[src/rtl/timer_pkg.sv]
package timer_pkg;

    typedef enum logic [2:0] {
        SEL_STOP     = 3'd0,
        SEL_DIV1     = 3'd1,
        SEL_DIV8     = 3'd2,
        SEL_DIV64    = 3'd3,
        SEL_DIV256   = 3'd4,
        SEL_DIV1024  = 3'd5,
        SEL_PIN_FALL = 3'd6,
        SEL_PIN_RISE = 3'd7
    } tick_src_e;

    localparam logic [2:0] MODE_WRAP  = 3'd0;
    localparam logic [2:0] MODE_PHASE = 3'd1;
    localparam logic [2:0] MODE_MATCH = 3'd2;

    typedef enum logic {
        DIR_UP   = 1'b0,
        DIR_DOWN = 1'b1
    } dir_state_e;

endpackage

[src/rtl/timer_prescaler.sv]
module timer_prescaler
    import timer_pkg::*;
#(
    parameter int PRE_W = 10
) (
    input  logic       clk,
    input  logic       rst_n,
    input  logic [2:0] sel_i,
    output logic       tick_o
);
    localparam int LOG_D8    = 3;
    localparam int LOG_D64   = 6;
    localparam int LOG_D256  = 8;
    localparam int LOG_D1024 = 10;

    logic [PRE_W-1:0] phase_q;

    always_ff @(posedge clk or negedge rst_n) begin
        if (!rst_n) phase_q <= '0;
        else        phase_q <= phase_q + 1'b1;
    end

    always_comb begin
        unique case (tick_src_e'(sel_i))
            SEL_DIV1:    tick_o = 1'b1;
            SEL_DIV8:    tick_o = &phase_q[LOG_D8-1:0];
            SEL_DIV64:   tick_o = &phase_q[LOG_D64-1:0];
            SEL_DIV256:  tick_o = &phase_q[LOG_D256-1:0];
            SEL_DIV1024: tick_o = &phase_q[LOG_D1024-1:0];
            default:     tick_o = 1'b0;
        endcase
    end

    // the divider phase is free-running and advances by one every clock
    a_r6_phase_advance: assert property (@(posedge clk) disable iff (!rst_n)
        1'b1 |=> phase_q == $past(phase_q) + 1'b1);

endmodule

[src/rtl/timer_pin_edge.sv]
module timer_pin_edge (
    input  logic clk,
    input  logic rst_n,
    input  logic pin_i,
    output logic rise_o,
    output logic fall_o
);
    logic [2:0] sync_q;

    always_ff @(posedge clk or negedge rst_n) begin
        if (!rst_n) sync_q <= '0;
        else        sync_q <= {sync_q[1:0], pin_i};
    end

    always_comb begin
        rise_o = sync_q[1] & ~sync_q[2];
        fall_o = ~sync_q[1] & sync_q[2];
    end

    // a detected edge yields a pulse one cycle wide
    a_r7_rise_single: assert property (@(posedge clk) disable iff (!rst_n)
        rise_o |=> !rise_o);
    a_r7_fall_single: assert property (@(posedge clk) disable iff (!rst_n)
        fall_o |=> !fall_o);

endmodule

[src/rtl/timer_count_core.sv]
module timer_count_core
    import timer_pkg::*;
#(
    parameter int WIDTH = 8
) (
    input  logic             clk,
    input  logic             rst_n,
    input  logic             tick_i,
    input  logic [2:0]       mode_i,
    input  logic [WIDTH-1:0] top_i,
    input  logic             wr_en_i,
    input  logic [WIDTH-1:0] wr_data_i,
    output logic [WIDTH-1:0] cnt_o,
    output logic             ovf_evt_o
);
    localparam logic [WIDTH-1:0] CNT_MAX  = '1;
    localparam logic [WIDTH-1:0] CNT_ZERO = '0;
    localparam logic [WIDTH-1:0] CNT_ONE  = WIDTH'(1);

    dir_state_e       state_q, state_d;
    logic [WIDTH-1:0] cnt_q, cnt_d;
    logic             evt;

    // state register
    always_ff @(posedge clk or negedge rst_n) begin
        if (!rst_n) state_q <= DIR_UP;
        else        state_q <= state_d;
    end

    // count register
    always_ff @(posedge clk or negedge rst_n) begin
        if (!rst_n) cnt_q <= CNT_ZERO;
        else        cnt_q <= cnt_d;
    end

    // next state, next count and overflow event
    always_comb begin
        state_d = state_q;
        cnt_d   = cnt_q;
        evt     = 1'b0;
        if (mode_i != MODE_PHASE) state_d = DIR_UP;        // force-up
        if (wr_en_i) begin
            cnt_d = wr_data_i;
        end else if (tick_i) begin
            if (mode_i == MODE_PHASE) begin
                unique case (state_q)
                    DIR_UP: begin
                        if (cnt_q == CNT_MAX) begin
                            cnt_d   = CNT_MAX - CNT_ONE;
                            state_d = DIR_DOWN;            // turn-down
                        end else begin
                            cnt_d = cnt_q + CNT_ONE;
                        end
                    end
                    DIR_DOWN: begin
                        if (cnt_q == CNT_ZERO) begin
                            cnt_d   = CNT_ONE;
                            state_d = DIR_UP;              // turn-up
                        end else begin
                            cnt_d = cnt_q - CNT_ONE;
                            evt   = (cnt_q == CNT_ONE);
                        end
                    end
                endcase
            end else if (mode_i == MODE_MATCH && cnt_q == top_i) begin
                cnt_d = CNT_ZERO;
            end else begin
                cnt_d = cnt_q + CNT_ONE;
                evt   = (cnt_q == CNT_MAX);
            end
        end
    end

    assign cnt_o     = cnt_q;
    assign ovf_evt_o = evt;

    // a load always lands, whatever the tick
    a_r5_write_wins: assert property (@(posedge clk) disable iff (!rst_n)
        wr_en_i |=> cnt_q == $past(wr_data_i));
    // no tick and no load means the count holds
    a_r4_hold_without_tick: assert property (@(posedge clk) disable iff (!rst_n)
        (!tick_i && !wr_en_i) |=> $stable(cnt_q));
    // a downward run in phase-correct mode steps by minus one
    a_r8_phase_down_step: assert property (@(posedge clk) disable iff (!rst_n)
        (mode_i == MODE_PHASE && state_q == DIR_DOWN && tick_i && !wr_en_i && cnt_q != CNT_ZERO)
        |=> cnt_q == $past(cnt_q) - CNT_ONE);
    // outside phase-correct mode the direction is up after one cycle
    a_r1_dir_up_outside_phase: assert property (@(posedge clk) disable iff (!rst_n)
        (mode_i != MODE_PHASE) |=> state_q == DIR_UP);

endmodule

[src/rtl/updown_timer.sv]
module updown_timer
    import timer_pkg::*;
#(
    parameter int WIDTH = 8,
    parameter int PRE_W = 10
) (
    input  logic             clk,
    input  logic             rst_n,
    input  logic [2:0]       clk_sel,
    input  logic [2:0]       mode,
    input  logic             ext_pin,
    input  logic [WIDTH-1:0] top_val,
    input  logic             cnt_wr,
    input  logic             flag_wr,
    input  logic [WIDTH-1:0] wr_data,
    output logic [WIDTH-1:0] cnt_q,
    output logic             ovf_flag,
    output logic             at_bottom,
    output logic             at_top
);
    localparam logic [WIDTH-1:0] CNT_MAX = '1;

    logic presc_tick, pin_rise, pin_fall, tick;
    logic ovf_evt, flag_clr, flag_q;

    timer_prescaler #(.PRE_W(PRE_W)) u_presc (
        .clk    (clk),
        .rst_n  (rst_n),
        .sel_i  (clk_sel),
        .tick_o (presc_tick)
    );

    timer_pin_edge u_pin (
        .clk    (clk),
        .rst_n  (rst_n),
        .pin_i  (ext_pin),
        .rise_o (pin_rise),
        .fall_o (pin_fall)
    );

    always_comb begin
        unique case (tick_src_e'(clk_sel))
            SEL_STOP:     tick = 1'b0;
            SEL_PIN_FALL: tick = pin_fall;
            SEL_PIN_RISE: tick = pin_rise;
            default:      tick = presc_tick;
        endcase
    end

    timer_count_core #(.WIDTH(WIDTH)) u_core (
        .clk       (clk),
        .rst_n     (rst_n),
        .tick_i    (tick),
        .mode_i    (mode),
        .top_i     (top_val),
        .wr_en_i   (cnt_wr),
        .wr_data_i (wr_data),
        .cnt_o     (cnt_q),
        .ovf_evt_o (ovf_evt)
    );

    assign flag_clr = flag_wr & wr_data[0];

    always_ff @(posedge clk or negedge rst_n) begin
        if (!rst_n)        flag_q <= 1'b0;
        else if (ovf_evt)  flag_q <= 1'b1;
        else if (flag_clr) flag_q <= 1'b0;
    end

    assign ovf_flag  = flag_q;
    assign at_bottom = (cnt_q == '0);
    assign at_top    = (mode == MODE_MATCH) ? (cnt_q == top_val) : (cnt_q == CNT_MAX);

    // a set event beats a clear in the same cycle
    a_r10_set_beats_clear: assert property (@(posedge clk) disable iff (!rst_n)
        (ovf_evt && flag_clr) |=> ovf_flag);
    // a stopped source with no load freezes the count
    a_r4_stopped_frozen: assert property (@(posedge clk) disable iff (!rst_n)
        (clk_sel == 3'd0 && !cnt_wr) |=> $stable(cnt_q));
    // a clear with no event drops the flag
    a_r10_clear_drops: assert property (@(posedge clk) disable iff (!rst_n)
        (flag_clr && !ovf_evt) |=> !ovf_flag);

endmodule

[config.mk]
export PLATFORM = sky130hd
export DESIGN_NAME = updown_timer
export DESIGN_NICKNAME = d
export VERILOG_FILES = /design/src/rtl/timer_pkg.sv /design/src/rtl/timer_prescaler.sv /design/src/rtl/timer_pin_edge.sv /design/src/rtl/timer_count_core.sv /design/src/rtl/updown_timer.sv
export SDC_FILE = /design/constraint.sdc
export NUM_CORES = 1
export LEC_CHECK = 0
export CAP_MARGIN = 10
export CORE_ASPECT_RATIO = 1.1
export CORE_UTILIZATION = 46
export DETAILED_ROUTE_END_ITERATION = 8
export PLACE_DENSITY = 0.83
export SETUP_SLACK_MARGIN = 0.1
export SLEW_MARGIN = 40
export SYNTH_ARGS = -nofsm -noshare
export SYNTH_HDL_FRONTEND = slang
export SYNTH_SLANG_ARGS = --single-unit
export TNS_END_PERCENT = 30
[constraint.sdc]
create_clock -name clk -period 2.3 [get_ports clk]
set_input_delay 0.46 -clock clk [delete_from_list [all_inputs] [get_ports clk]]
set_output_delay 0.46 -clock clk [all_outputs]
set_load 0.02 [all_outputs]
==> results of run 1 <==
## flip-flops by register name, summed over array words and instances, names as in the netlist
signal,count
u_presc.phase_q,10
u_core.cnt_o,8
u_pin.sync_q,3
ovf_flag,1
u_core.state_q,1
## cell type report
| type | instances | area [um^2] |
|---|---|---|
| repair buffers | 79 | 684.4 |
| multi-input cells | 149 | 1114 |
| flip-flops and latches | 23 | 579.3 |
| clock buffers | 3 | 22.52 |
| inverters | 11 | 48.80 |
| fillers | 254 | 924.6 |
| clock inverters | 1 | 7.507 |
| well taps | 48 | 60.06 |
## final timing paths
check,start,end,slack [ns]
worst max-delay path,u_core.cnt_o[0]$_DFFE_PN0P_,u_core.cnt_o[4]$_DFFE_PN0P_,0.04
worst min-delay path,u_pin.sync_q[0]$_DFF_PN0_,u_pin.sync_q[1]$_DFF_PN0_,0.37
worst max register to register,u_core.cnt_o[0]$_DFFE_PN0P_,u_core.cnt_o[4]$_DFFE_PN0P_,0.04
worst min register to register,u_pin.sync_q[0]$_DFF_PN0_,u_pin.sync_q[1]$_DFF_PN0_,0.37
max in group asynchronous,rst_n,u_core.cnt_o[1]$_DFFE_PN0P_,1.58
min in group asynchronous,rst_n,u_core.cnt_o[2]$_DFFE_PN0P_,0.46
## power breakdown
group	switching [W]	total, W	internal, W
logic	0.000225	0.000458	0.000233
clock network	0.000141	0.000208	0.0000666
registers	0.0000324	0.000462	0.000430
total	0.000398	0.00113	0.000729
## per-stage QoR
step                setup slack, ns   TNS, ns  hold WS, ns  instance area [um^2]  std cells
global placement            -0.4265    -1.049       0.3321                  2411        306
finish                      0.03940         0       0.3654                  2516        314
detailed placement          -0.4425    -1.194       0.3347                  2411        306
global route               -0.05716  -0.07005       0.3947                  2516        314
CTS                         0.04425         0       0.3659                  2459        313
floorplan                   0.09216         0       0.1644                  1769        193
## repair_timing
action	4_1_cts	5_1_grt
pin swaps	5	14
hold buffers	0	0
setup endpoints to repair	5	9
buffers inserted	3	1
gates resized for setup	14	14
## kinds of logic after synthesis
logic type	count (synthesis)	share of synthesized area (%)
buf+inv	21	5.543
mux	2	1.167
compound gates	49	21.81
simple gates	74	24.36
xor+xnor	18	9.190
flops	23	33.55
fa+ha+maj	6	4.376
## metal layers
metal	share of wire, %	up-vias
li1	-	856
met1	46	827
met2	46	76
met3	6.7	10
met4	1.9	0
met5	0	-
## layout by cell type (no fill, tap or decap), types with 6 or more instances in the layout
cell	netlist	routed
nand2_1	14	14
a21oi_1	6	6
buf_4	0	43
clkdlybuf4s50_1	0	32
dfrtp_1	23	20
nor3_1	7	7
inv_1	11	9
xnor2_1	10	10
nor2_1	16	15
xor2_1	8	8
o21ai_0	7	6
nand3_1	9	9
## worst max-delay path, cell delays in order, from the launching register on
cell and delay (ns):
dfrtp_2 0.48, clkinv_4 0.07, ha_4 0.12, or4b_4 0.48, buf_4 0.16, o21ai_4 0.27
buf_4 0.18, o21ai_0 0.12, a211oi_1 0.23, nor3_1 0.07
==> summary.md, run 1 <==
| Metric | Value |
|---|---|
| Most frequent cells after synthesis | `23 x dfrtp_1, 16 x nor2_1, 14 x nand2_1` |
| Busiest layer in global routing | `met2` |
| Max-slew headroom | `65.80%` |
| Clock buffer count from CTS | `3` |
| Worst hold path depth | `0` |
| Crit path launch type | `register` |
| Seq/Total Area, Yosys | `33.55%` |
| First-pass GRT wire length | `7.458 mm` |
| DR iter-0 viols | `79` |
| Std cell rows | `22` |
| Final period util | `98.29%` |
| Run status | `finished clean` |
| Core area | `3441 um^2` |
| Met1 Track Usage GR | `34.40%` |
| Htree depth | `1` |
| Antenna diode count | `0` |
| Cell variety after synth | `57` |
| Final wirelength | `4.658 mm` |
| Gate Count Post-Synth | `193` |
| Vias in the first global route | `1666` |
| Lkg Pwr | `1.069 nW` |
| Worst Path Class, Setup | `reg2reg` |
| Fraction of layout cells with a size suffix above 1 | `27.44%` |
| I/O pin count | `38` |
| Req. time, crit path | `2.53 ns` |
| Die Footprint | `3978 um^2` |
| Residual DRC count | `0` |
| Area grow syn2layout | `46.68%` |
| RD Place Congestion | `0.8953` |
| Synthesis warning total | `0` |
| Via count | `1769` |
| Met2 Use GR | `39.70%` |
| Worst Max-Slew Pin Slew | `0.5130 ns` |
| Vias per Instance | `5.634` |
| Num Clock Sinks | `23` |
| PD cells | `448.2 nW/um^2` |
| EDFF count, synth | `0` |
| Total power | `0.001128 W` |
| Ys async rst share | `100.0%` |
| Chip width | `60.23 um` |
| Post-Syn Nets | `226` |
| Clk slew on worst S/H paths | `0.15 ns` |
| Final setup viols | `0` |
| CP endpoint kind | `register` |
| Synth area leaders | `dfrtp_1 34%, xnor2_1 5.1%, ha_1 4.4%` |
| Clock skew | `0.01098 ns` |
| Largest net degree at the start of global routing | `24` |
| Max Clock Freq | `442.4 MHz` |
| Post-Syn Area | `1715 um^2` |
| VDD IR-drop max | `264.5 uV` |
| Final number of max-transition violations | `0` |
| Most frequent cell after synthesis | `dfrtp_1` |
| Dominant cell type by area after synthesis | `dfrtp_1` |
| RSZ-0062 raised after global routing | `true` |
| FF-to-FF path depth | `9` |
| CTS tree | `built` |
| MaxCap Viol Count | `0` |
| Ys flop type | `dfrtp_1` |
| Antenna violations before repair | `0` |
| Nets | `300` |
| CTS Root Cell | `clkbuf_4` |
| WL/cell | `14.83 um` |
| Worst skew pair latency | `0.33 ns` |
| Buffers on Ports | `37` |
| Tmin final | `2.261 ns` |
| Post-DP HPWL | `3.506 mm` |
| Initial Util | `49.85%` |
| Util after Layout | `73.13%` |
| All-Layer GR Usage | `25.24%` |
| Grt met3 use | `2.935%` |
| DR pass1 iterations | `6` |
| Worst Path Arrival | `2.50 ns` |
| DRT antenna net count | `0` |
| Avg Cell Area, Syn | `8.888 um^2` |
| CTS Buffer Depth | `2` |
| Final Hold Viols | `0` |
| Worst Path Max Fanout | `8` |
| Post-synth top area share | `33.55%` |
| Total gr overflow | `0` |
| Hold Crit Class | `reg2reg` |
| Height of the die | `66.05 um` |
| Yosys reg bits | `23` |
(Power assumes the default switching activity.)
==> run 2: changes to the inputs <==
--- a/config.mk
+++ b/config.mk
@@ -9,6 +9,7 @@
 export CORE_ASPECT_RATIO = 1.1
 export CORE_UTILIZATION = 46
 export DETAILED_ROUTE_END_ITERATION = 8
+export HOLD_SLACK_MARGIN = 0.03
 export PLACE_DENSITY = 0.83
 export SETUP_SLACK_MARGIN = 0.1
 export SLEW_MARGIN = 40
==> results of run 2 <==
No change in the layout: final DEF, timing and power equal those of run 1.
